--- src/rtl/errCapturePkg.sv ---
package errCapturePkg;

  // Register word indices seen by software.
  localparam int unsigned IDX_STATUS = 0;
  localparam int unsigned IDX_TYPE   = 1;
  localparam int unsigned IDX_ADDR   = 2;

  // Bit positions inside the error-type word.
  localparam int unsigned POS_ROM    = 0;
  localparam int unsigned POS_BANK   = 2;
  localparam int unsigned POS_ECC    = 3;
  localparam int unsigned POS_RDWR   = 4;
  localparam int unsigned POS_ID     = 8;

  // Strobes sent from the control to the datapath.
  typedef struct packed {
    logic load;       // load type and address registers this edge
    logic takeWrite;  // choose the write event over the read event
    logic setStatus;  // status bit becomes 1
    logic clearStatus;// status bit becomes 0
  } capStrobes_t;

endpackage

--- src/rtl/errCaptureCtrl.sv ---
module errCaptureCtrl
  import errCapturePkg::*;
#(
  parameter int unsigned IDX_W = 2
) (
  input  logic             clk,
  input  logic             rstN,
  input  logic             rdErrValid,
  input  logic             wrErrValid,
  input  logic [IDX_W-1:0] regIdx,
  input  logic             regWrEn,
  input  logic             wrBitZero,
  output capStrobes_t      strobes,
  output logic             statusQ
);

  logic anyErr;
  logic clearReq;
  logic armed;

  assign anyErr   = rdErrValid | wrErrValid;
  assign clearReq = regWrEn && (regIdx == IDX_W'(IDX_STATUS)) && wrBitZero;
  // Capture is armed while the flag is clear, or in the cycle it is cleared.
  assign armed    = !statusQ || clearReq;

  always_comb begin
    strobes             = '0;
    strobes.load        = anyErr && armed;
    strobes.takeWrite   = wrErrValid;
    strobes.setStatus   = anyErr && armed;
    strobes.clearStatus = clearReq && !(anyErr && armed);
  end

  always_ff @(posedge clk or negedge rstN) begin
    if (!rstN) begin
      statusQ <= 1'b0;
    end else if (strobes.setStatus) begin
      statusQ <= 1'b1;
    end else if (strobes.clearStatus) begin
      statusQ <= 1'b0;
    end
  end

endmodule

--- src/rtl/errCaptureData.sv ---
module errCaptureData
  import errCapturePkg::*;
#(
  parameter int unsigned ID_W   = 13,
  parameter int unsigned ADDR_W = 32,
  parameter int unsigned DATA_W = 32,
  parameter int unsigned IDX_W  = 2
) (
  input  logic              clk,
  input  logic              rstN,
  input  capStrobes_t       strobes,
  input  logic              statusQ,
  input  logic [ID_W-1:0]   rdErrId,
  input  logic [ADDR_W-1:0] rdErrAddr,
  input  logic              rdErrEcc,
  input  logic              rdErrBank,
  input  logic              rdErrRom,
  input  logic [ID_W-1:0]   wrErrId,
  input  logic [ADDR_W-1:0] wrErrAddr,
  input  logic              wrErrEcc,
  input  logic              wrErrBank,
  input  logic              wrErrRom,
  input  logic [IDX_W-1:0]  regIdx,
  output logic [DATA_W-1:0] typeQ,
  output logic [DATA_W-1:0] addrQ,
  output logic [DATA_W-1:0] regRdData
);

  localparam int unsigned ID_TOP = POS_ID + ID_W;

  logic [ID_W-1:0]   selId;
  logic [ADDR_W-1:0] selAddr;
  logic              selEcc;
  logic              selBank;
  logic              selRom;
  logic [DATA_W-1:0] typeNext;
  logic [DATA_W-1:0] addrNext;

  // Pick one event: a write wins over a simultaneous read.
  always_comb begin
    if (strobes.takeWrite) begin
      selId   = wrErrId;
      selAddr = wrErrAddr;
      selEcc  = wrErrEcc;
      selBank = wrErrBank;
      selRom  = wrErrRom;
    end else begin
      selId   = rdErrId;
      selAddr = rdErrAddr;
      selEcc  = rdErrEcc;
      selBank = rdErrBank;
      selRom  = rdErrRom;
    end
  end

  // Assemble the type word; unlisted bits stay zero.
  always_comb begin
    typeNext                   = '0;
    typeNext[ID_TOP-1:POS_ID]  = selId;
    typeNext[POS_RDWR]         = strobes.takeWrite;
    typeNext[POS_ECC]          = selEcc;
    typeNext[POS_BANK]         = selBank;
    typeNext[POS_ROM]          = selRom;
  end

  // The address is widened to the register width.
  generate
    if (ADDR_W < DATA_W) begin : g_addrPad
      assign addrNext = {{(DATA_W-ADDR_W){1'b0}}, selAddr};
    end else begin : g_addrFull
      assign addrNext = selAddr[DATA_W-1:0];
    end
  endgenerate

  always_ff @(posedge clk or negedge rstN) begin
    if (!rstN) begin
      typeQ <= '0;
      addrQ <= '0;
    end else if (strobes.load) begin
      typeQ <= typeNext;
      addrQ <= addrNext;
    end
  end

  // Read mux; unused indices return zero.
  always_comb begin
    regRdData = '0;
    case (regIdx)
      IDX_W'(IDX_STATUS): regRdData[0] = statusQ;
      IDX_W'(IDX_TYPE):   regRdData    = typeQ;
      IDX_W'(IDX_ADDR):   regRdData    = addrQ;
      default:            regRdData    = '0;
    endcase
  end

endmodule

--- src/rtl/errCaptureReg.sv ---
module errCaptureReg
  import errCapturePkg::*;
#(
  parameter int unsigned ID_W   = 13,
  parameter int unsigned ADDR_W = 32,
  parameter int unsigned DATA_W = 32,
  parameter int unsigned IDX_W  = 2
) (
  input  logic              clk,
  input  logic              rstN,
  input  logic              rdErrValid,
  input  logic [ID_W-1:0]   rdErrId,
  input  logic [ADDR_W-1:0] rdErrAddr,
  input  logic              rdErrEcc,
  input  logic              rdErrBank,
  input  logic              rdErrRom,
  input  logic              wrErrValid,
  input  logic [ID_W-1:0]   wrErrId,
  input  logic [ADDR_W-1:0] wrErrAddr,
  input  logic              wrErrEcc,
  input  logic              wrErrBank,
  input  logic              wrErrRom,
  input  logic [IDX_W-1:0]  regIdx,
  input  logic              regWrEn,
  input  logic [DATA_W-1:0] regWrData,
  output logic [DATA_W-1:0] regRdData,
  output logic              errIrq
);

  capStrobes_t       strobes;
  logic              statusQ;
  logic [DATA_W-1:0] typeQ;
  logic [DATA_W-1:0] addrQ;
  logic              unusedWrBits;

  // Only bit 0 of a register write carries meaning.
  assign unusedWrBits = ^regWrData[DATA_W-1:1];

  errCaptureCtrl #(.IDX_W(IDX_W)) i_ctrl (
    .clk        (clk),
    .rstN       (rstN),
    .rdErrValid (rdErrValid),
    .wrErrValid (wrErrValid),
    .regIdx     (regIdx),
    .regWrEn    (regWrEn),
    .wrBitZero  (regWrData[0]),
    .strobes    (strobes),
    .statusQ    (statusQ)
  );

  errCaptureData #(
    .ID_W   (ID_W),
    .ADDR_W (ADDR_W),
    .DATA_W (DATA_W),
    .IDX_W  (IDX_W)
  ) i_data (
    .clk       (clk),
    .rstN      (rstN),
    .strobes   (strobes),
    .statusQ   (statusQ),
    .rdErrId   (rdErrId),
    .rdErrAddr (rdErrAddr),
    .rdErrEcc  (rdErrEcc),
    .rdErrBank (rdErrBank),
    .rdErrRom  (rdErrRom),
    .wrErrId   (wrErrId),
    .wrErrAddr (wrErrAddr),
    .wrErrEcc  (wrErrEcc),
    .wrErrBank (wrErrBank),
    .wrErrRom  (wrErrRom),
    .regIdx    (regIdx),
    .typeQ     (typeQ),
    .addrQ     (addrQ),
    .regRdData (regRdData)
  );

  assign errIrq = statusQ;

endmodule

--- config.mk ---
export PLATFORM = sky130hd
export DESIGN_NAME = errCaptureReg
export DESIGN_NICKNAME = d
export VERILOG_FILES = /design/src/rtl/errCapturePkg.sv /design/src/rtl/errCaptureCtrl.sv /design/src/rtl/errCaptureData.sv /design/src/rtl/errCaptureReg.sv
export SDC_FILE = /design/constraint.sdc
export NUM_CORES = 1
export LEC_CHECK = 0
export CORE_MARGIN = 2
export CORE_UTILIZATION = 35
export CTS_BUF_LIST = sky130_fd_sc_hd__clkbuf_4
export DETAILED_ROUTE_END_ITERATION = 12
export DONT_BUFFER_PORTS = 1
export PLACE_DENSITY_LB_ADDON = 0.05
export REMOVE_ABC_BUFFERS = 1
export SLEW_MARGIN = 5
export SYNTH_ARGS = -nofsm -noshare
export SYNTH_HDL_FRONTEND = slang
export SYNTH_HIERARCHICAL = 1
export SYNTH_SLANG_ARGS = --single-unit
--- constraint.sdc ---
create_clock -name clk -period 1.4 [get_ports clk]
set_input_delay 0.07 -clock clk [delete_from_list [all_inputs] [get_ports clk]]
set_output_delay 0.07 -clock clk [all_outputs]
set_load 0.005 [all_outputs]
==> impl_metrics.ini, run 1 <==
[run_status]
status = aborted with a tool error
haltStage = clock tree synthesis (4_1_cts)
error = [ERROR RSZ-0060] Max buffer count reached.

[floorplan]
pin_count = 168
rows = 32
start_util = 0.358
die_h_um = 92.6
die_w_um = 92.6

[clock_tree]
ctsHtreeMaxLevel = 2
ctsResizeCount = 0
post_cts_buffers = 0
holdBufCountCts = 102
root_buffer = clkbuf_4
ctsLongestPathBuffers = 2
cts_made_buffers = 5

[place]
place.port_buffers = 0
pre_cts_slack_ns = 0.143
gp_congestion = 0.688
dp_hpwl_um = 4080
placed_cell_area_mm2 = 0.00283

[synthesis]
synth.avg_cell_area_um2 = 9.85
synth.cell_area_mm2 = 0.00275
syn_inst = 279
yosys_warnings = 6
-- metrics by stage --
stage,instances,utilization
floorplan,254,-
global placement,366,0.368
detailed placement,366,0.368
==> inputs of run 2 (changes only) <==
--- a/config.mk
+++ b/config.mk
@@ -6,11 +6,10 @@
 export NUM_CORES = 1
 export LEC_CHECK = 0
 export CORE_MARGIN = 2
-export CORE_UTILIZATION = 35
-export CTS_BUF_LIST = sky130_fd_sc_hd__clkbuf_4
+export CORE_UTILIZATION = 20
 export DETAILED_ROUTE_END_ITERATION = 12
 export DONT_BUFFER_PORTS = 1
-export PLACE_DENSITY_LB_ADDON = 0.05
+export PLACE_DENSITY_LB_ADDON = 0.15
 export REMOVE_ABC_BUFFERS = 1
 export SLEW_MARGIN = 5
 export SYNTH_ARGS = -nofsm -noshare
==> run 2 against run 1 <==
  * The flow now finishes without violations
  * Synthesized cell count is the same
  * Synthesized area is the same
==> impl_metrics.ini, run 2 <==
[setup_path]
crit_type = in -> reg
slowest_stage = dlygate4sd3_1
path_cells = dlygate4sd3_1, nand4bb_4, a21oi_4, buf_12, mux2_2
critPathArrivalTime_ns = 1.49
cp.required_ns = 1.58
start_kind = input pin
path_buf_inv = 2
max_stage_delay_ns = 0.57
cp_max_fo = 4
worstSetupEndpointType = flop
crit_family = buffers and inverters

[clock_tree]
cts_sinks = 50
cts_made_buffers = 5
root_buffer = clkbuf_16
ctsLongestPathBuffers = 2
cts_tree = built
ctsResizeCount = 0
ctsHtreeMaxLevel = 2
clkSlewWorstSetupHoldPaths_ns = 0.07
clk-insertion-delay-late_ns = 0.30

[routing]
via_per_inst = 4.32
num_vias = 2242
route.detailed.wl_per_inst_um = 15.0
drtAntennaViolNets = 0
wirelength_um = 7780
drc = 0
dr.first_iter.drc_count = 76
drtPass1Iterations = 4

[floorplan]
dieArea_mm2 = 0.0147
die_h_um = 121
start_util = 0.206
rows = 42
die_w_um = 121
coreArea_mm2 = 0.0133
pin_count = 168

[worst_hold_path]
hp-class = in -> reg

[finish]
nNetsFinal = 482
mostFrequentLayoutCells = 70 x dlygate4sd3_1, 50 x nor2_1, 50 x dfrtp_1
fin_util = 0.285
diodes = 0
nFillCells = 1414
area_growth_pct = 38.5
regMostFlops = i_data/addrQ
drive_gt1_frac = 0.0583
largestRegisters = i_data/addrQ x32, i_data/typeQ x17, i_ctrl/statusQ x1
largest_reg_flops = 32
layout_commonest_cell = dlygate4sd3_1

[pwr]
p_seq_frac = 0.478
power_frac_comb = 0.227
total_leakage_power_nw = 1.59
p_sw_mw = 1.16
power_frac_clock = 0.294
swShare = 0.280
power_density_mw_per_mm2 = 1090
irDropWorstVdd_uv = 446
p_int_mw = 2.98

[synthesis]
synth.avg_cell_area_um2 = 9.85
syn_inst = 279
synth.cell_area_mm2 = 0.00275
yosys_warnings = 6

[sta]
max_slew_margin = 0.492
whs_ns = 0.00343
min_period_ns = 1.30
hold_viol_final = 0
drv_slew = 0
setup_viol = 0
rsz0062_at_grt = false
worst_pin_slew_ns = 0.760
skew_ns = 0.00463
max_freq_mhz = 768
timing.final.crit_share = 0.930
tns_ns = 0

[run_status]
status = completed

[grt]
grt_overflow = 0
grt_max_degree = 51
grtUsageTotal = 0.108
grt_antenna_before_repair = 0
grt_pass1_wl_um = 11800
grt_pass1_vias = 2130

[place]
place.port_buffers = 0
dp_hpwl_um = 4730
gp_congestion = 0.648

[job]
maxCapViolCount = 0
run 2: final cells by class:
type / instances / area [um^2] / area share
timing repair buffer: 82 / 848 / 0.223
tap: 176 / 220 / 0.0579
inverter: 2 / 7.51 / 0.00197
sequential: 50 / 1250 / 0.329
clock buffer: 7 / 133 / 0.0348
multi-input combinational: 202 / 1350 / 0.354
run 2: per-layer routing:
| metal | part of all wire | vias up | GRT usage |
|---|---|---|---|
| li1 | - | 1086 | - |
| met1 | 0.43 | 1060 | 0.136 |
| met2 | 0.48 | 91 | 0.175 |
| met3 | 0.078 | 5 | 0.0367 |
| met4 | 0.011 | 0 | 0.0302 |
| met5 | 0 | - | 0 |
run 2: worst paths after layout:
check / start / endpoint / slack (ns) / depth (start not counted)
max: regWrData[0] / i_data/typeQ[4]$_DFFE_PN0P_ / 0.1 / 5
min: rdErrId[8] / i_data/typeQ[16]$_DFFE_PN0P_ / 0.003 / 2
max reg2reg: i_ctrl/statusQ$_DFFE_PN0P_ / i_data/typeQ[4]$_DFFE_PN0P_ / 0.17 / 3
min reg2reg: i_data/addrQ[5]$_DFFE_PN0P_ / i_data/addrQ[5]$_DFFE_PN0P_ / 0.52 / 2
max in group asynchronous: rstN / i_data/typeQ[9]$_DFFE_PN0P_ / 0.87 / 2
min in group asynchronous: rstN / i_data/addrQ[29]$_DFFE_PN0P_ / 0.30 / 2
run 2: worst reg2reg max path: stages (launching register included):
cell     delay [ns]
dfrtp_1        0.41
a21oi_4        0.25
buf_12         0.15
mux2_2         0.32
run 2: repair_timing:
action,in CTS,in global routing
setup buffers,0,0
hold buffers,71,0
setup endpoints to repair,0,1
hold endpoints to repair,86,0
run 2: per-stage QoR:
step           worst slack [ns]  cell area (um^2)  instances  total power [mW]
5_1_grt                  0.0200              3810        519              4.44
6_report                 0.0974              3810        519              4.14
3_3_place_gp              0.202              2950        441              2.72
3_5_place_dp              0.193              2950        441              2.75
4_1_cts                  0.0713              3810        519              4.25
2_1_floorplan             -3.10              2590        254              2.55
run 2: power groups by stage:
stage	Clock [mW]	Combinational [mW]	Sequential, mW
after global routing	1.34	1.06	2.03
after CTS	1.30	0.964	1.99
after floorplan	0	0.583	1.97
final	1.22	0.942	1.98
after detailed placement	0	0.731	2.01
after global placement	0	0.716	2.01
Note: power is estimated with default switching activity, not from simulation.
==> inputs of run 3 (changes only) <==
--- a/config.mk
+++ b/config.mk
@@ -14,5 +14,4 @@
 export SLEW_MARGIN = 5
 export SYNTH_ARGS = -nofsm -noshare
 export SYNTH_HDL_FRONTEND = slang
-export SYNTH_HIERARCHICAL = 1
 export SYNTH_SLANG_ARGS = --single-unit
==> constraint.sdc (replaced) <==
create_clock -name clk -period 1.6 [get_ports clk]
set_input_delay 0.08 -clock clk [delete_from_list [all_inputs] [get_ports clk]]
set_output_delay 0.08 -clock clk [all_outputs]
set_load 0.05 [all_outputs]
==> run 3 against run 2 <==
  * Critical path depth shrank 1
  * Synthesized area grew 7.4%
  * Design area shrank 0.39%
  * Cell count shrank 14%
  * Sequential cell count is the same
  * Combinational power grew 40%
  * Register-to-register slack gained 0.12 ns
  * Clock-buffer cell count is the same
  * Hold slack gained 0.035 ns
  * Global-route usage shrank 1.1 points
  * Worst setup slack gained 0.011 ns
  * Utilization shrank 2.3 points
  * Largest cell class unchanged
==> impl_metrics.ini, run 3 <==
[sta]
setup_viol = 0
tns_ns = 0
timing.final.crit_share = 0.932
worst_pin_slew_ns = 0.281
skew_ns = 0.00569
hold_viol_final = 0
drv_slew = 0
whs_ns = 0.0387
min_period_ns = 1.49
rsz0062_at_grt = false
max_freq_mhz = 671
max_slew_margin = 0.813

[setup_path]
crit_end = regRdData[0]
worstSetupEndpointType = output port
cp_max_fo = 4
reg2reg_depth = 3
path_buf_inv = 2
crit_type = reg -> out
worst-path-stages = 4
path_cells = buf_4, a222oi_1, nor2_1, buf_4
r2r_end = i_data.typeQ[10]$_DFFE_PN0P_
crit_family = flip-flops
startpoint = i_ctrl.statusQ$_DFFE_PN0P_
worst_path_most_repeated_cell = buf_4
cp.required_ns = 1.52
start_kind = flop
max_stage_delay_ns = 0.41
slowest_stage = dfrtp_1
critPathArrivalTime_ns = 1.41
rrSetupSlack_ns = 0.29
r2r_start = i_ctrl.statusQ$_DFFE_PN0P_

[routing]
dr.first_iter.drc_count = 55
drc = 0
drtAntennaViolNets = 0
drtPass1Iterations = 4
route.detailed.wl_per_inst_um = 16.7
wirelength_um = 7430
num_vias = 1868
via_per_inst = 4.19

[pwr]
irDropWorstVdd_uv = 381
power_frac_clock = 0.254
power_frac_comb = 0.315
p_seq_frac = 0.431
total_leakage_power_nw = 1.55
swShare = 0.304
p_sw_mw = 1.27
power_density_mw_per_mm2 = 1100
p_total_mw = 4.18
p_int_mw = 2.91

[grt]
grt_pass1_wl_um = 11700
grtUsageTotal = 0.0969
grt_antenna_before_repair = 0
grt_pass1_vias = 2047
grt_max_degree = 51
grt_overflow = 0

[clock_tree]
cts_tree = built
ctsLongestPathBuffers = 2
ctsHtreeMaxLevel = 2
cts_made_buffers = 5
cts_sinks = 50
post_cts_buffers = 0
clkSlewWorstSetupHoldPaths_ns = 0.07
root_buffer = clkbuf_16
clk-insertion-delay-late_ns = 0.30

[finish]
nFillCells = 1529
area_growth_pct = 28.4
diodes = 0
mostFrequentLayoutCells = 71 x mux2_2, 50 x dfrtp_1, 24 x buf_4
drive_gt1_frac = 0.527
fin_util = 0.262
largestRegisters = i_data.addrQ x32, i_data.typeQ x17, i_ctrl.statusQ x1
regMostFlops = i_data.addrQ
nNetsFinal = 401
largest_reg_flops = 32
layout_commonest_cell = mux2_2

[floorplan]
die_h_um = 125
pin_count = 168
start_util = 0.204
rows = 44
die_w_um = 125
coreArea_mm2 = 0.0145
dieArea_mm2 = 0.0157

[synthesis]
synthMostInstantiatedCell = mux2_2
seq_area_frac_synth = 0.424
synth_edf_count = 0
synthFlopType = dfrtp_1
ys_top_cells_by_count = 71 x mux2_2, 50 x dfrtp_1, 18 x mux2_4
syn_inst = 226
synth_area_leader_cell = dfrtp_1
synth.cell_area_mm2 = 0.00295
ys_ff_latch = 50
synth.avg_cell_area_um2 = 13.1
ys_async_sr_fraction = 1.00
yosys_warnings = 0
ys_top_cells_by_area = dfrtp_1 42%, mux2_2 27%, mux2_4 9.2%
synth.distinct_cells = 21
synth.top_cell.area_share = 0.424

[worst_hold_path]
hp-class = in -> reg
hp-start = rdErrId[11]

[run_status]
status = completed

[place]
place.port_buffers = 0
gp_congestion = 0.671
dp_hpwl_um = 4900

[job]
maxCapViolCount = 0
[run 3: kinds of logic (layout without fill, tap and decap cells)]
logic type,Yosys count,count (layout),synth area share
AOI/OAI and AO/OA,20,20,0.0526
muxes,96,96,0.389
and+or+nand+nor,36,36,0.0733
DFF,50,50,0.424
buffers and inverters,20,56,0.0441
adders and majority gates,4,4,0.0170
[run 3: layout make-up]
| class | instances | area (um^2) | share of cell area |
|---|---|---|---|
| Inverter | 3 | 11.3 | 0.00297 |
| Multi-Input combinational cell | 156 | 1580 | 0.416 |
| Tap cell | 184 | 230 | 0.0607 |
| Sequential cell | 50 | 1250 | 0.330 |
| Clock buffer | 7 | 133 | 0.0350 |
| Timing Repair Buffer | 46 | 588 | 0.155 |
[run 3: worst min-delay path by stage]
stage	cells after the start	slack, ns	end
3_3_place_gp	0	-0.21	i_data.typeQ[16]$_DFFE_PN0P_
5_1_grt	2	0.03	i_data.addrQ[2]$_DFFE_PN0P_
3_5_place_dp	0	-0.21	i_data.addrQ[16]$_DFFE_PN0P_
6_report	2	0.04	i_data.typeQ[19]$_DFFE_PN0P_
2_1_floorplan	0	-0.22	i_ctrl.statusQ$_DFFE_PN0P_
4_1_cts	2	0.02	i_data.typeQ[19]$_DFFE_PN0P_
[run 3: timing repair]
item / in CTS / in global routing
hold buffers: 5 / 0
hold endpoints to repair: 52 / 0
resized for setup: 0 / 0
[run 3: routing by layer]
layer,global-route usage,vias to the layer above,part of all wire,wire length [um]
li1,-,871,-,-
met1,0.130,918,0.47,3470
met2,0.146,74,0.45,3350
met3,0.0359,5,0.069,510
met4,0.0275,0,0.012,91
met5,0,-,0,0
[run 3: metrics by stage]
stage	area, um^2	worst slack, ns	std cells
after CTS	3790	0.0726	446
after global routing	3790	0.00153	446
after global placement	3590	0.110	434
after detailed placement	3590	0.109	434
after floorplan	2830	-1.20	209
final	3790	0.109	446
[run 3: power groups by stage]
stage               Sequential [mW]  Combinational, mW  Clock, mW
CTS                            1.80               1.34       1.14
global placement               1.82               1.28          0
finish                         1.80               1.32       1.06
floorplan                      1.77              0.926          0
detailed placement             1.83               1.29          0
global route                   1.85               1.41       1.19
==> inputs of run 4 (changes only) <==
==> constraint.sdc (replaced) <==
create_clock -name clk -period 1.7 [get_ports clk]
set_input_delay 0.085 -clock clk [delete_from_list [all_inputs] [get_ports clk]]
set_output_delay 0.085 -clock clk [all_outputs]
set_load 0.05 [all_outputs]
==> run 4 against run 3 <==
  * Hold slack better by 0.0084 ns
  * Sequential share of layout area decreased by 0.17 points
  * Total power fell by 4.5%
  * Cell count is the same
  * Clock-buffer cell count stayed put
  * Largest power group unchanged
  * Non-clock buffer count fell by 1
  * Critical endpoint unchanged
  * Largest cell class unchanged
  * Die area unchanged
  * Sequential cell count unchanged
==> impl_metrics.ini, run 4 (synthesized netlist as in run 3, its figures left out) <==
[sta]
skew_ns = 0.00308
min_period_ns = 1.50
hold_viol_final = 0
max_slew_margin = 0.700
rsz0062_at_grt = false
timing.final.crit_share = 0.883
tns_ns = 0
setup_viol = 0
drv_slew = 0
max_freq_mhz = 666
worst_pin_slew_ns = 0.450

[finish]
nNetsFinal = 400
drive_gt1_frac = 0.531
largest_reg_flops = 32
area_growth_pct = 29.1
mostFrequentLayoutCells = 71 x mux2_2, 50 x dfrtp_1, 22 x buf_4
layout_commonest_cell = mux2_2
largestRegisters = i_data.addrQ x32, i_data.typeQ x17, i_ctrl.statusQ x1
fin_util = 0.263
regMostFlops = i_data.addrQ
diodes = 0
final_cell_area_mm2 = 0.00381
nFillCells = 1525

[setup_path]
crit_family = flip-flops
max_stage_delay_ns = 0.41
path_buf_inv = 2
worstSetupEndpointType = output port
crit_type = reg -> out
cp.required_ns = 1.62
cp_max_fo = 4
critPathArrivalTime_ns = 1.42
path_cells = buf_4, a222oi_1, nor2_1, buf_4
slowest_stage = dfrtp_1
start_kind = flop
r2r_start = i_ctrl.statusQ$_DFFE_PN0P_
worst_path_most_repeated_cell = buf_4
startpoint = i_ctrl.statusQ$_DFFE_PN0P_

[clock_tree]
root_buffer = clkbuf_16
clkSlewWorstSetupHoldPaths_ns = 0.07
cts_sinks = 50
ctsHtreeMaxLevel = 2
cts_made_buffers = 5
cts_tree = built
holdBufCountCts = 5
clk-insertion-delay-late_ns = 0.30
post_cts_buffers = 0
ctsResizeCount = 0
ctsLongestPathBuffers = 2

[grt]
grt_pass1_wl_um = 11700
grtUsageTotal = 0.0983
grt_antenna_before_repair = 0
grt_pass1_vias = 2012
grt_max_degree = 51
grt_overflow = 0

[floorplan]
die_h_um = 125
coreArea_mm2 = 0.0145
dieArea_mm2 = 0.0157
pin_count = 168
start_util = 0.204
die_w_um = 125
rows = 44

[routing]
drc = 0
via_per_inst = 4.20
drtAntennaViolNets = 0
drtPass1Iterations = 4
route.detailed.wl_per_inst_um = 16.7
num_vias = 1873
dr.first_iter.drc_count = 43
wirelength_um = 7460

[place]
gp_congestion = 0.660
dp_hpwl_um = 4870
place.port_buffers = 0
placed_cell_area_mm2 = 0.00360

[worst_hold_path]
hp-class = in -> reg
hp-start = rdErrAddr[2]

[pwr]
total_leakage_power_nw = 1.56
power_density_mw_per_mm2 = 1050
irDropWorstVdd_uv = 321

[job]
maxCapViolCount = 0

[run_status]
status = completed
run 4: worst reg2reg max path, delay by kind of cell (launching register included):
family / cells / cell delay (ns)
flops: 1 / 0.41
mux: 1 / 0.37
buf+inv: 1 / 0.24
compound gates: 1 / 0.21
run 4: metal layers:
| layer | GRT usage | vias to the layer above | routed length, um |
|---|---|---|---|
| li1 | - | 880 | - |
| met1 | 0.138 | 907 | 3560 |
| met2 | 0.142 | 78 | 3350 |
| met3 | 0.0274 | 8 | 424 |
| met4 | 0.0392 | 0 | 121 |
| met5 | 0 | - | 0 |
run 4: final timing paths:
path / to / slack (ns) / cells after the start
worst max-delay path: regRdData[0] / 0.20 / 4
worst min-delay path: i_data.addrQ[2]$_DFFE_PN0P_ / 0.05 / 2
worst max register to register: i_data.addrQ[31]$_DFFE_PN0P_ / 0.36 / 3
worst min register to register: i_data.addrQ[2]$_DFFE_PN0P_ / 0.49 / 1
max in group asynchronous: i_data.addrQ[3]$_DFFE_PN0P_ / 1.14 / 2
min in group asynchronous: i_ctrl.statusQ$_DFFE_PN0P_ / 0.32 / 2
run 4: per-stage QoR:
step / power, mW / cells / worst slack (ns) / hold slack, ns
floorplan: 2.54 / 209 / -1.10 / -0.211
global placement: 2.92 / 433 / 0.207 / -0.209
global route: 4.26 / 446 / 0.0863 / 0.0362
detailed placement: 2.94 / 433 / 0.203 / -0.208
finish: 3.99 / 446 / 0.199 / 0.0471
CTS: 4.10 / 446 / 0.161 / 0.0383
run 4: final cells by class:
type	count	area (um^2)	area share
clock buffer	7	143	0.0374
clock inverter	1	5.00	0.00131
inverter	3	11.3	0.00295
multi-input combinational	156	1580	0.414
sequential	50	1250	0.328
tap	184	230	0.0604
timing repair buffer	45	593	0.156
run 4: report_power, final:
part	internal (mW)	switching [mW]	leakage [nW]
Combinational	0.667	0.578	0.899
Clock	0.586	0.465	0.0739
Sequential	1.53	0.160	0.585
Total	2.79	1.20	1.56
